**config.mk**
```make
export PLATFORM = sky130hd
export DESIGN_NAME = rst_hold_supervisor
export DESIGN_NICKNAME = d
export VERILOG_FILES = /design/src/rtl/rhs_pkg.sv /design/src/rtl/rhs_delay_cnt.sv /design/src/rtl/rhs_status.sv /design/src/rtl/rst_hold_supervisor.sv
export SDC_FILE = /design/constraint.sdc
export NUM_CORES = 1
export LEC_CHECK = 0
export ABC_CLOCK_PERIOD_IN_PS = 4800
export BUFFER_PORTS_ARGS = -buffer_cell sky130_fd_sc_hd__buf_2
export CORE_MARGIN = 1
export CORE_UTILIZATION = 55
export CTS_CLUSTER_DIAMETER = 120
export DETAILED_ROUTE_END_ITERATION = 12
export MAX_ROUTING_LAYER = met4
export PLACE_DENSITY = 0.76
export SYNTH_ARGS = -nofsm -noshare
export SYNTH_HDL_FRONTEND = slang
export SYNTH_HIERARCHICAL = 1
export SYNTH_SLANG_ARGS = --single-unit
```
**constraint.sdc**
```tcl
create_clock -name clk -period 4.8 [get_ports clk]
set_clock_uncertainty 0.15 [all_clocks]
set_input_delay 0.24 -clock clk [delete_from_list [all_inputs] [get_ports clk]]
set_output_delay 0.24 -clock clk [all_outputs]
set_load 0.01 [all_outputs]
```
**src/rtl/rhs_pkg.sv**
```systemverilog
package rhs_pkg;
    typedef enum logic [1:0] {
        ST_HOLD  = 2'd0,
        ST_COUNT = 2'd1,
        ST_RUN   = 2'd2
    } rhs_state_e;
endpackage

```
**src/rtl/rhs_delay_cnt.sv**
```systemverilog
module rhs_delay_cnt #(
    parameter int TICKS_BASE = 125,
    parameter int SEL_W      = 2,
    localparam int MAX_TICKS = TICKS_BASE << ((1 << SEL_W) - 1),
    localparam int CNT_W     = $clog2(MAX_TICKS + 1)
) (
    input  logic             clk,
    input  logic             rst_n,
    input  logic             start_i,
    input  logic             run_i,
    input  logic             tick_i,
    input  logic [SEL_W-1:0] sel_i,
    output logic             done_o
);
    logic [CNT_W-1:0] cnt_q;
    logic [CNT_W-1:0] lim_q;
    logic [CNT_W-1:0] base_c;

    assign base_c = CNT_W'(TICKS_BASE);

    always_ff @(posedge clk or negedge rst_n) begin
        if (!rst_n) begin
            cnt_q <= '0;
            lim_q <= base_c;
        end else if (start_i) begin
            cnt_q <= '0;
            lim_q <= base_c << sel_i;
        end else if (run_i) begin
            if (tick_i) cnt_q <= cnt_q + CNT_W'(1);
        end else begin
            cnt_q <= '0;
        end
    end

    assign done_o = run_i && tick_i && (cnt_q == lim_q - CNT_W'(1));

    // the count never passes the latched limit while running
    p_no_overflow_r3: assert property (@(posedge clk) disable iff (!rst_n)
        run_i |-> (cnt_q < lim_q));

    // limit only changes when a new delay starts
    p_lim_stable_r9: assert property (@(posedge clk) disable iff (!rst_n)
        !start_i |=> $stable(lim_q));
endmodule

```
**src/rtl/rhs_status.sv**
```systemverilog
module rhs_status (
    input  logic       por_ready_i,
    input  logic       supply_ok_i,
    input  logic       rst_active_i,
    input  logic       sw_bit_i,
    output logic [3:0] stat_o
);
    assign stat_o = {sw_bit_i, rst_active_i, supply_ok_i, por_ready_i};
endmodule

```
**src/rtl/rst_hold_supervisor.sv**
```systemverilog
module rst_hold_supervisor #(
    parameter int TICKS_BASE = 125,
    parameter int SEL_W      = 2
) (
    input  logic             clk,
    input  logic             rst_n,
    input  logic             supply_ok_i,
    input  logic             por_ready_i,
    input  logic             tick_i,
    input  logic [SEL_W-1:0] dly_sel_i,
    input  logic             swrst_set_i,
    output logic             rst_pull_o,
    output logic [3:0]       stat_o
);
    import rhs_pkg::*;

    rhs_state_e state_q, state_d;
    logic       good;
    logic       start;
    logic       run;
    logic       done;
    logic       sw_q;
    logic       soft_go;

    assign good    = supply_ok_i && por_ready_i;
    assign soft_go = (state_q == ST_RUN) && good && swrst_set_i;
    assign start   = ((state_q == ST_HOLD) && good) || soft_go;
    assign run     = (state_q == ST_COUNT) && good;

    rhs_delay_cnt #(.TICKS_BASE(TICKS_BASE), .SEL_W(SEL_W)) u_cnt (
        .clk    (clk),
        .rst_n  (rst_n),
        .start_i(start),
        .run_i  (run),
        .tick_i (tick_i),
        .sel_i  (dly_sel_i),
        .done_o (done)
    );

    always_comb begin
        state_d = state_q;
        if (!good) begin
            state_d = ST_HOLD;
        end else begin
            unique case (state_q)
                ST_HOLD:  state_d = ST_COUNT;
                ST_COUNT: if (done) state_d = ST_RUN;
                ST_RUN:   if (swrst_set_i) state_d = ST_COUNT;
                default:  state_d = ST_HOLD;
            endcase
        end
    end

    always_ff @(posedge clk or negedge rst_n) begin
        if (!rst_n) begin
            state_q <= ST_HOLD;
            sw_q    <= 1'b0;
        end else begin
            state_q <= state_d;
            if (soft_go)   sw_q <= 1'b1;
            else if (done) sw_q <= 1'b0;
        end
    end

    always_comb begin
        rst_pull_o = (state_q != ST_RUN);
    end

    rhs_status u_stat (
        .por_ready_i (por_ready_i),
        .supply_ok_i (supply_ok_i),
        .rst_active_i(rst_pull_o),
        .sw_bit_i    (sw_q),
        .stat_o      (stat_o)
    );

    // a bad supply forces reset at the next edge
    p_hold_on_bad_r2: assert property (@(posedge clk) disable iff (!rst_n)
        !good |=> rst_pull_o);

    // release only happens on a sampled tick
    p_release_on_tick_r4: assert property (@(posedge clk) disable iff (!rst_n)
        $fell(rst_pull_o) |-> $past(tick_i));

    // software bit is only set while reset is active
    p_sw_bit_active_r5: assert property (@(posedge clk) disable iff (!rst_n)
        sw_q |-> rst_pull_o);

    // software bit clears together with the release
    p_sw_clear_release_r5: assert property (@(posedge clk) disable iff (!rst_n)
        $fell(sw_q) |-> !rst_pull_o);
endmodule

```
==> metrics.md <==
| Metric | Value |
|---|---|
| Syn Inst Count | `119` |
| Critical path type | `reg2reg` |
| First-pass GRT wire length | `3420 um` |
| Crit share post-route | `50.5%` |
| Number of rows in the core area | `16` |
| Synth top area share | `36.6%` |
| Multi-input gate area | `568 um^2` |
| Setup TNS | `0 ns` |
| Worst R2R Setup Slack | `2.38 ns` |
| Detailed-placement wirelength estimate | `1550 um` |
| Final Hold Vio Count | `0` |
| Most frequent cells in the layout | `sky130_fd_sc_hd__dfrtp_1 (17), sky130_fd_sc_hd__buf_2 (12), sky130_fd_sc_hd__nor2_1 (12)` |
| Mux cell area share after synthesis | `2.80%` |
| Iteration-0 DRC Markers | `28` |
| Kind of capture point of the worst setup path | `flip-flop` |
| Hold-critical path depth | `3` |
| CTS clk-pin slew, worst paths | `0.11 ns` |
| Top cells by area, synth | `sky130_fd_sc_hd__dfrtp_1 (37%), sky130_fd_sc_hd__dfstp_2 (9.0%), sky130_fd_sc_hd__xor2_1 (6.8%)` |
| Num ports | `13` |
| Portion of total power attributed to sequential cells | `59.7%` |
| Clock Tree Buf Depth | `2` |
| Least-Margin Pin Slew | `0.478 ns` |
| Antenna-violating nets left | `0` |
| Endpoint of the worst register-to-register path | `state_q[0]` |
| Time the worst path needs with I/O delays and setup | `2.42 ns` |
| Max-cap violations | `0` |
| Max-slew headroom at the worst pin | `68.1%` |
| Required time reported for the critical path endpoint | `4.85 ns` |
| Clock tree from TritonCTS | `built` |
| Total of endpoints with negative setup slack in the final report | `0` |
| Sinks on the clock net | `21` |
| Total Die Area | `0.00230 mm^2` |
| Synth Net Count | `129` |
| Per-cell via count in the routed design | `5.61` |
| Non-filler cells, final | `158` |
| Count of flip-flops with a built-in enable after synthesis | `0` |
| GRT Total Usage | `23.3%` |
| Leakage | `0.541 nW` |
| Final slew viol count | `0` |
| Avg Inst Size Synth | `9.77 um^2` |
| Net count of the finished layout | `142` |
| Tightest Hold Check Type | `in2reg` |
| Logic gate share of total power | `15.4%` |
| Number of warnings reported in the yosys synthesis log | `6` |
| Post-synth top flop | `sky130_fd_sc_hd__dfrtp_1` |
| Clock tree root driver cell | `sky130_fd_sc_hd__clkbuf_4` |
| Xor/xnor share of the synthesized area | `13.5%` |
| Seq cells post-synth | `21` |
| Peak fanout along the critical path | `4` |
| Worst setup SP type | `flip-flop` |
| Share of flip-flops with an asynchronous set or reset after synthesis | `100%` |
| Number of buffers created by CTS | `3` |
| Number of antenna cells inserted | `0` |
| Compound-Gate Fraction of Synth Area | `8.40%` |
| Commonest non-fill, non-tap cell in the layout | `sky130_fd_sc_hd__dfrtp_1` |
| Worst hold path startpoint | `dly_sel_i[0]` |
| Initial core utilization | `58.6%` |
| Unrepaired setup endpoints after global routing | `false` |
| Number of global-route vias before repair | `765` |
| Footprint of the flip-flops and latches | `531 um^2` |
| Pin count of the biggest net entering global routing | `22` |
| Share of synthesized cell area in and, or, nand and nor gates | `22.1%` |
| Drt drc | `0` |
| Count of vias placed by the detailed router | `886` |
| Unique cell type count in the Yosys netlist | `35` |
| # resized after CTS | `0` |
| Core Footprint | `0.00198 mm^2` |
| Dominant combinational cell family by area after synthesis | `simple AND/OR/NAND/NOR gates` |
| Max VDD drop | `0.000229 V` |
| Reg2Reg Launch Point | `u_cnt/lim_q[0]` |
| GRT overflow | `0` |
| Post-synthesis sequential area ratio | `45.6%` |
| Post-synthesis instance area | `0.00116 mm^2` |
| Area share of fa/ha/maj cells after synthesis | `2.15%` |
| Number of antenna violations at the first check in global routing | `0` |
| Sw Share | `26.7%` |
| Power per unit of standard cell area | `268 mW/mm^2` |
| Worst endpoint data arrival time | `2.47 ns` |
| Proportion of power drawn by the clock network | `24.8%` |
| Run status | `finished, final reports clean` |
| Total net switching power | `0.0911 mW` |
| Fill cell total of the finished layout | `160` |
| Number of detailed-route iterations in the first pass | `4` |
| Placed insts | `152` |
| Later-pin clock latency in the skew report | `0.30 ns` |
| Avg WL per Cell | `13.9 um` |
| Count of port buffers added during placement | `12` |
| Hold Path End | `u_cnt/lim_q[3]` |
| RePlAce Congestion | `0.824` |
| Cell type with the largest total area after synthesis | `sky130_fd_sc_hd__dfrtp_1` |
| Final Routed Wirelength | `2200 um` |
| Total internal power | `0.249 mW` |
| Count of hold-fix buffers inserted at cts | `2` |
| Max Clock Freq | `0.413 GHz` |
| Area added between synthesis and finish | `9.15%` |
| Fraction of final layout cells with drive strength greater than 1 | `19.1%` |
| Width of the die | `48.0 um` |
| H-tree depth | `1` |
| Number of setup buffers added after CTS | `0` |
| Path depth of the worst reg2reg path | `8` |
| Vertical extent of the die | `48.0 um` |
==> worst max-delay path by stage <==
stage / start / to / slack [ns] / cells past startpoint
floorplan: u_cnt/lim_q[0] / state_q[0] / 2.50 / 8
global placement: u_cnt/lim_q[0] / state_q[0] / 2.45 / 8
detailed placement: u_cnt/lim_q[0] / state_q[0] / 2.39 / 8
CTS: u_cnt/lim_q[0] / state_q[0] / 2.38 / 8
global route: u_cnt/lim_q[0] / state_q[1] / 2.24 / 8
finish: u_cnt/lim_q[0] / state_q[0] / 2.38 / 8
==> worst max-delay path, cell delays in order (launching register included) <==
cell and delay, ns:
sky130_fd_sc_hd__dfstp_2 0.58, sky130_fd_sc_hd__inv_1 0.06, sky130_fd_sc_hd__ha_1 0.31, sky130_fd_sc_hd__xor2_1 0.14
sky130_fd_sc_hd__nand4_1 0.09, sky130_fd_sc_hd__or4_1 0.54, sky130_fd_sc_hd__nor3_2 0.25, sky130_fd_sc_hd__a21o_2 0.16
sky130_fd_sc_hd__a21oi_1 0.05
==> through the flow <==
step / power [mW] / hold WS (ns) / setup slack [ns] / area (um^2) / util (%)
global placement: 0.254 / 0.0631 / 2.45 / 1220 / 61.7
finish: 0.341 / 0.0291 / 2.38 / 1270 / 64.0
global route: 0.358 / 0.0526 / 2.24 / 1270 / 64.0
floorplan: 0.241 / -0.206 / 2.50 / 1160 / -
detailed placement: 0.257 / 0.0699 / 2.39 / 1220 / 61.7
CTS: 0.343 / 0.0215 / 2.38 / 1270 / 64.0
==> synth_stat cells (3+ instances only) <==
cell type	number
sky130_fd_sc_hd__dfstp_2	4
sky130_fd_sc_hd__nor3_1	5
sky130_fd_sc_hd__inv_1	6
sky130_fd_sc_hd__nand2b_1	4
sky130_fd_sc_hd__a21oi_1	4
sky130_fd_sc_hd__nor2_1	12
sky130_fd_sc_hd__xnor2_1	7
sky130_fd_sc_hd__xor2_1	9
sky130_fd_sc_hd__clkbuf_1	3
sky130_fd_sc_hd__nand4_1	4
sky130_fd_sc_hd__buf_4	4
sky130_fd_sc_hd__dfrtp_1	17
sky130_fd_sc_hd__nand3_1	6
sky130_fd_sc_hd__o21ai_0	4
sky130_fd_sc_hd__nand2_1	6
==> routing by layer <==
metal  GRT usage (%)  vias to the layer above  part of all wire (%)
li1                -                      425                     -
met1            29.9                      432                    45
met2            36.8                       27                    50
met3            3.40                        2                   4.2
met4            10.0                        0                  0.68
met5               -                        -                     0
==> power by group through the flow <==
stage                     combinational, mW  sequential [mW]  clock, mW
after floorplan                      0.0378            0.203          0
after global placement               0.0485            0.206          0
after detailed placement             0.0509            0.206          0
after CTS                            0.0525            0.203     0.0873
after global routing                 0.0592            0.204     0.0946
final                                0.0526            0.203     0.0846
==> registers in the layout (all words and copies together) (netlist names) <==
signal,flops
u_cnt/lim_q,8
sw_q,1
u_cnt/cnt_q,10
state_q,2
==> cell type report <==
cell class / instances / share of cell area, %
repair buffers: 15 / 6.90
clock buffers: 4 / 2.07
well taps: 27 / 2.66
inverters: 6 / 1.78
flip-flops and latches: 21 / 41.8
multi-input cells: 85 / 44.8
==> cell families (layout without fill, tap and decap cells) <==
logic type	count (synthesis)	after routing
AND/OR/NAND/NOR	48	48
flip-flops	21	21
XOR/XNOR	17	17
AO/OA/AOI/OAI	15	15
buffers and inverters	13	25
multiplexers	3	3
adder cells (fa/ha/maj)	2	2
Note: power is estimated with default switching activity, not from simulation.
